## src/rtl/mem_map_pkg.sv

```systemverilog
`timescale 1ns/1ps
// Shared widths, chip-select type, per-device operation decode and the ROM
// content formula. Assumes a 10-bit byte address split into two halves.
package mem_map_pkg;
    localparam int ADDR_W  = 10;
    localparam int DATA_W  = 8;
    localparam int BANK_AW = 7;
    localparam int ROM_AW  = 9;
    localparam int N_BANKS = 4;
    localparam logic [DATA_W-1:0] ROM_MUL    = 8'd5;
    localparam logic [DATA_W-1:0] ROM_ADD    = 8'd3;
    localparam logic [DATA_W-1:0] ROM_HI_XOR = 8'hA5;

    // Two chip selects per device: one active high, one active low.
    typedef struct packed {
        logic cs_hi;
        logic cs_lo_n;
    } chip_sel_t;

    typedef enum logic [1:0] {
        OP_IDLE  = 2'd0,
        OP_WRITE = 2'd1,
        OP_READ  = 2'd2
    } dev_op_t;

    // Function table of one device: selected only for cs_hi=1, cs_lo_n=0;
    // read has precedence over write.
    function automatic dev_op_t dev_op(chip_sel_t s, logic rd, logic wr);
        dev_op_t r;
        if (!(s.cs_hi && !s.cs_lo_n)) r = OP_IDLE;
        else if (rd)                  r = OP_READ;
        else if (wr)                  r = OP_WRITE;
        else                          r = OP_IDLE;
        return r;
    endfunction

    // ROM byte for a 9-bit internal address.
    function automatic logic [DATA_W-1:0] rom_value(logic [ROM_AW-1:0] a);
        logic [DATA_W-1:0] base;
        base = a[DATA_W-1:0] * ROM_MUL + ROM_ADD;
        return base ^ (a[ROM_AW-1] ? ROM_HI_XOR : '0);
    endfunction
endpackage

```

## src/rtl/bank_decoder.sv

```systemverilog
`timescale 1ns/1ps
// Enabled N-way one-hot decoder driving the active-high RAM chip selects.
// Assumes N_OUT <= 2**SEL_W.
module bank_decoder #(
    parameter int N_OUT = 4,
    parameter int SEL_W = $clog2(N_OUT)
) (
    input  logic             en,
    input  logic [SEL_W-1:0] code,
    output logic [N_OUT-1:0] hit
);
    // One output line per bank, high when enabled and the code matches.
    for (genvar g = 0; g < N_OUT; g++) begin : g_line
        assign hit[g] = en && (code == SEL_W'(g));
    end
endmodule

```

## src/rtl/ram_bank.sv

```systemverilog
`timescale 1ns/1ps
// One RAM bank with two chip selects. Writes land on the rising edge; a read
// registers the byte and a one-cycle valid. Contents are not reset.
module ram_bank
    import mem_map_pkg::*;
#(
    parameter int AW = BANK_AW,
    parameter int DW = DATA_W,
    localparam int DEPTH = 1 << AW
) (
    input  logic          clk,
    input  logic          rst_n,
    input  chip_sel_t     sel,
    input  logic          rd,
    input  logic          wr,
    input  logic [AW-1:0] addr,
    input  logic [DW-1:0] wdata,
    output logic [DW-1:0] rdata,
    output logic          rvalid
);
    logic [DW-1:0] mem [DEPTH];
    dev_op_t op;

    // Decode this device's operation from its selects and strobes.
    assign op = dev_op(sel, rd, wr);

    // Store the write byte when the decoded operation is a write.
    always_ff @(posedge clk) begin
        if (op == OP_WRITE) mem[addr] <= wdata;
    end

    // Register the read byte and its valid flag.
    always_ff @(posedge clk) begin
        if (!rst_n) begin
            rdata  <= '0;
            rvalid <= 1'b0;
        end else begin
            rvalid <= (op == OP_READ);
            if (op == OP_READ) rdata <= mem[addr];
        end
    end


    ram_write_lands_chk: assert property (@(posedge clk) disable iff (!rst_n)
        (op == OP_WRITE) |=> mem[$past(addr)] == $past(wdata));

    ram_read_blocks_write_chk: assert property (@(posedge clk) disable iff (!rst_n)
        (op == OP_READ && wr) |=> mem[$past(addr)] == $past(mem[addr]));
endmodule

```

## src/rtl/rom_bank.sv

```systemverilog
`timescale 1ns/1ps
// ROM with two chip selects; contents come from the package formula.
// A write decodes to a no-op. Output registered like the RAM banks.
module rom_bank
    import mem_map_pkg::*;
#(
    parameter int AW = ROM_AW,
    parameter int DW = DATA_W
) (
    input  logic          clk,
    input  logic          rst_n,
    input  chip_sel_t     sel,
    input  logic          rd,
    input  logic          wr,
    input  logic [AW-1:0] addr,
    output logic [DW-1:0] rdata,
    output logic          rvalid
);
    dev_op_t op;

    // Decode the operation; OP_WRITE has no effect on a ROM.
    assign op = dev_op(sel, rd, wr);

    // Register the computed ROM byte and valid on a read.
    always_ff @(posedge clk) begin
        if (!rst_n) begin
            rdata  <= '0;
            rvalid <= 1'b0;
        end else begin
            rvalid <= (op == OP_READ);
            if (op == OP_READ) rdata <= rom_value(addr);
        end
    end


    rom_write_silent_chk: assert property (@(posedge clk) disable iff (!rst_n)
        (op == OP_WRITE) |=> !rvalid);
endmodule

```

## src/rtl/mem_subsys_top.sv

```systemverilog
`timescale 1ns/1ps
// Decoded memory subsystem: four RAM banks in the lower half of a 10-bit
// space and one ROM in the upper half. The read byte is the OR of the
// device outputs masked by their one-hot valids, so it is zero when idle.
module mem_subsys_top
    import mem_map_pkg::*;
#(
    parameter int AW  = ADDR_W,
    parameter int DW  = DATA_W,
    parameter int NB  = N_BANKS,
    parameter int BAW = BANK_AW,
    localparam int SEL_W = $clog2(NB),
    localparam int RAW   = AW - 1,
    localparam int NDEV  = NB + 1
) (
    input  logic          clk,
    input  logic          rst_n,
    input  logic [AW-1:0] bus_addr,
    input  logic [DW-1:0] bus_wdata,
    input  logic          bus_rd,
    input  logic          bus_wr,
    output logic [DW-1:0] bus_rdata,
    output logic          bus_rvalid
);
    logic            hi_half;
    logic [NB-1:0]   bank_hit;
    logic [NDEV-1:0] dev_vld;
    logic [DW-1:0]   dev_data [NDEV];
    chip_sel_t       rom_sel;

    // The top address bit picks ROM over RAM.
    assign hi_half = bus_addr[AW-1];

    bank_decoder #(.N_OUT(NB), .SEL_W(SEL_W)) u_dec (
        .en   (!hi_half),
        .code (bus_addr[BAW +: SEL_W]),
        .hit  (bank_hit)
    );

    for (genvar b = 0; b < NB; b++) begin : g_bank
        chip_sel_t s;
        // Bank select: decoder line high, RAM half (active-low select).
        assign s.cs_hi   = bank_hit[b];
        assign s.cs_lo_n = hi_half;
        ram_bank #(.AW(BAW), .DW(DW)) u_ram (
            .clk    (clk),
            .rst_n  (rst_n),
            .sel    (s),
            .rd     (bus_rd),
            .wr     (bus_wr),
            .addr   (bus_addr[BAW-1:0]),
            .wdata  (bus_wdata),
            .rdata  (dev_data[b]),
            .rvalid (dev_vld[b])
        );
    end

    // ROM select: top address bit high, active-low select tied active.
    assign rom_sel.cs_hi   = hi_half;
    assign rom_sel.cs_lo_n = 1'b0;

    rom_bank #(.AW(RAW), .DW(DW)) u_rom (
        .clk    (clk),
        .rst_n  (rst_n),
        .sel    (rom_sel),
        .rd     (bus_rd),
        .wr     (bus_wr),
        .addr   (bus_addr[RAW-1:0]),
        .rdata  (dev_data[NB]),
        .rvalid (dev_vld[NB])
    );

    // Merge device outputs: masked OR, zero when no device is valid.
    always_comb begin
        bus_rdata = '0;
        for (int i = 0; i < NDEV; i++) begin
            if (dev_vld[i]) bus_rdata = bus_rdata | dev_data[i];
        end
        bus_rvalid = |dev_vld;
    end


    reset_quiet_chk: assert property (@(posedge clk)
        !rst_n |=> (!bus_rvalid && bus_rdata == '0));

    read_gets_valid_chk: assert property (@(posedge clk) disable iff (!rst_n)
        bus_rd |=> bus_rvalid);

    idle_no_valid_chk: assert property (@(posedge clk) disable iff (!rst_n)
        !bus_rd |=> !bus_rvalid);

    single_source_chk: assert property (@(posedge clk) disable iff (!rst_n)
        $onehot0(dev_vld));

    bank_by_addr_chk: assert property (@(posedge clk) disable iff (!rst_n)
        (bus_rd && !hi_half) |=> dev_vld[$past(bus_addr[BAW +: SEL_W])]);

    rom_serves_high_chk: assert property (@(posedge clk) disable iff (!rst_n)
        (bus_rd && hi_half) |=> dev_vld[NB]);
endmodule

```

## config.mk

```make
export PLATFORM = sky130hd
export DESIGN_NAME = mem_subsys_top
export DESIGN_NICKNAME = d
export VERILOG_FILES = /design/src/rtl/mem_map_pkg.sv /design/src/rtl/bank_decoder.sv /design/src/rtl/ram_bank.sv /design/src/rtl/rom_bank.sv /design/src/rtl/mem_subsys_top.sv
export SDC_FILE = /design/constraint.sdc
export NUM_CORES = 2
export LEC_CHECK = 0
export BUFFER_PORTS_ARGS = -buffer_cell sky130_fd_sc_hd__buf_2
export CAP_MARGIN = 20
export CELL_PAD_IN_SITES_DETAIL_PLACEMENT = 1
export CELL_PAD_IN_SITES_GLOBAL_PLACEMENT = 2
export CORE_MARGIN = 2
export CORE_UTILIZATION = 55
export CTS_BUF_LIST = sky130_fd_sc_hd__clkbuf_4 sky130_fd_sc_hd__clkbuf_8
export DETAILED_ROUTE_END_ITERATION = 8
export PLACE_DENSITY_LB_ADDON = 0.1
export REMOVE_ABC_BUFFERS = 1
export SETUP_SLACK_MARGIN = 0.02
export SLEW_MARGIN = 15
export SYNTH_ARGS = -nofsm -noshare
export SYNTH_HDL_FRONTEND = slang
export SYNTH_SLANG_ARGS = --single-unit
```

## constraint.sdc

```tcl
create_clock -name clk -period 10.05 [get_ports clk]
set_input_delay 3.015 -clock clk [delete_from_list [all_inputs] [get_ports clk]]
set_output_delay 3.015 -clock clk [all_outputs]
set_load 0.05 [all_outputs]
```

==> summary.md <==
| Metric | Value |
|---|---|
| Top cell type's share of synthesized area | 76.81% |
| Syn Std Cell Area | 160,100 um2 |
| Post-synth top area cell | edfxtp_1 |
| Arr. time, crit path | 7640 ps |
| DR vias | 93,500 |
| Placer congestion estimate | 0.8897 |
| GRT overflow | 0 |
| Clock slew at reported path FFs | 60 ps |
| Final Max Slew Viols | 0 |
| Vias per std cell | 6.863 |
| Count leader, synth | edfxtp_1 |
| Minimum clock period | 6608 ps |
| PnR Total Power | 35,340 uW |
| Vias in the first global route | 94,110 |
| DRC Markers | 0 |
| Static Leak | 0.05548 uW |
| Max cap viols | 0 |
| Finished Core Util | 61.22% |
| Synth Flop Type | edfxtp_1 |
| Slew HR | 8.791% |
| CP cell instances | buf_8, buf_4, and3b_4, buf_4, nand2_1, nand2_1, a2111oi_0, o31ai_1, a21oi_1, a31oi_1 |
| Area delta synth->final | 11.00% |
| Root buf cell | clkbuf_8 |
| Largest net degree at the start of global routing | 194 |
| Worst Hold Class | flip-flop to flip-flop |
| Distinct cells, synth | 77 |
| F_max | 0.1513 GHz |
| PwrDens | 198.8 nW/um2 |
| Clk buf depth | 4 |
| CTS tree | yes |
| Seq/Total Area, Yosys | 77.37% |
| Final Cycle Share | 65.75% |
| Initial DRC count | 13,510 |
| Dpl cells | 12,410 |
| Setup Viol. Count Final | 0 |
| Mapped Avg Cell Area | 18.05 um2 |
| WHS | 482.5 ps |
| ANT nets after route | 0 |
| TritonCTS Buffers | 664 |
| Synth cell count leaders | edfxtp_1, nor2_1, a221oi_1 |
| Least-Margin Pin Slew | 1368 ps |
| Final Hold Fails | 0 |
| Core ar. | 290,300 um2 |
| Seq cells post-synth | 4,141 |
| Placement Setup Slack | 2160 ps |
| Routed WL | 526,700 um |
| Die X | 543.6 um |
| CTS sink count | 4,141 |
| Site Rows | 198 |
| Share of layout cells above drive strength 1 | 19.45% |
| Critical-path top delay cell | a2111oi_0 |
| Critical path class | primary input to flip-flop |
| Router iterations before antenna repair | 6 |
| I/O Pins | 31 |
| Post-CTS sizing | 0 |
| Synth warn | 0 |
| Number of port buffers | 30 |
| Asr flop ratio synth | 0% |
| Post-Synthesis Cells | 8,871 |
| First-pass GRT wire length | 736,500 um |
| CP top delay family | compound AO/OA/AOI/OAI gates |
| FILL cells | 25,110 |
| Antenna violations before repair | 44 |
| H-tree levels | 6 |
| Die H | 543.6 um |
| Die footprint | 295,500 um2 |
| Starting Density | 55.15% |
| Critical-path maximum fanout | 48 |
| Buf/Inv on CP | 3 |
| CTS Hold Bufs | 0 |
| Dominant cells by area after synthesis | edfxtp_1, mux4_2, a221oi_1, mux2i_1, nor2_1 |
| EDFF count, synth | 4,096 |
| Setup ws final | 3442 ps |
| Post-CTS setup buffer count | 0 |
| Clock skew | 72.67 ps |
| Peak VDD IR | 170.2 uV |
| Nets | 9,226 |
| Insertion delay to the later sink of the worst-skew pair | 1230 ps |
| RSZ-0062 raised after global routing | no |
| Worst Path Required | 11,080 ps |
| Status | finished, final reports clean |
| Crit end category | flip-flop |
| CP Launch Type | primary input |
| Dpl hpwl | 324,700 um |
| Final non-filler cell total | 13,630 |
| Routed len/inst | 38.66 um |
| CP max stage delay | 900 ps |
| Overall routing resource usage | 35.53% |
## metrics by stage
step / setup TNS, ps / area (um2)
floorplan: -81560 / 156900
global placement: 0 / 164400
finish: 0 / 177700
detailed placement: 0 / 164800
global route: 0 / 177700
CTS: 0 / 177500
## per-layer routing
| layer | wire length [um] | GRT usage (%) |
|---|---|---|
| met1 | 202800 | 49.82 |
| met4 | 25620 | 15.86 |
| met5 | 92 | 0 |
| met2 | 243800 | 54.44 |
| met3 | 54400 | 7.114 |
## final timing paths
| path | from | endpoint | slack (ps) | depth (start not counted) |
|---|---|---|---|---|
| worst max-delay path | bus_addr[1] | g_bank[3].u_ram.rdata[0] | 3440 | 10 |
| worst min-delay path | u_rom.rdata[1] | u_rom.rdata[1] | 480 | 2 |
| worst max register to register | g_bank[3].u_ram.mem[124][0] | g_bank[3].u_ram.rdata[0] | 6570 | 6 |
| worst min register to register | u_rom.rdata[1] | u_rom.rdata[1] | 480 | 2 |
## power by group
part	switching, uW	internal, uW	leakage, uW	total, uW
combinational	1510	539	0.0115	2050
clock	6810	7470	0.00679	14300
sequential	11.0	19000	0.0372	19000
total	8330	27000	0.0555	35300
## flip-flops by register name, summed over array words and instances, names as in the netlist
signal	count
g_bank.u_ram.mem	4096
g_bank.u_ram.rdata	32
u_rom.rdata	8
g_bank.u_ram.rvalid	4
u_rom.rvalid	1
## worst register-to-register path: stages (launching register included)
cell,delay [ps]
edfxtp_1,370
a221oi_1,300
a21oi_1,160
a2111oi_0,1030
o31ai_1,480
a21oi_1,790
a31oi_1,200
## placed cells by master, fill, tap and decap left out, drive strengths merged, types with 63 or more instances in the layout
cell,instances
a221oi,552
nor2,840
a21oi,312
a22oi,231
buf,283
clkinv,192
clkbuf,942
nand2,363
nor3,114
a2111oi,63
mux2i,352
o21ai,298
edfxtp,4096
mux4,447
## cell type report
cell class / instances / area (um2) / area share [%]
multi-input cells: 4088 / 33380 / 18.78
inverters: 7 / 43.79 / 0.02464
diodes: 18 / 45.04 / 0.02534
flip-flops and latches: 4141 / 123900 / 69.70
well taps: 3900 / 4880 / 2.745
repair buffers: 287 / 2704 / 1.521
clock buffers: 939 / 11300 / 6.356
clock inverters: 245 / 1500 / 0.8440
## cells by family after synthesis
kind of cell | after synthesis | synth area share (%)
adders and majority gates | 15 | 0.1219
buffers and inverters | 642 | 2.035
muxes | 844 | 8.803
DFF | 4141 | 77.37
and+or+nand+nor | 1465 | 3.749
AOI/OAI and AO/OA | 1753 | 7.862
xor gates and xnor gates | 11 | 0.06016
Power figures use the tool's default switching activity.
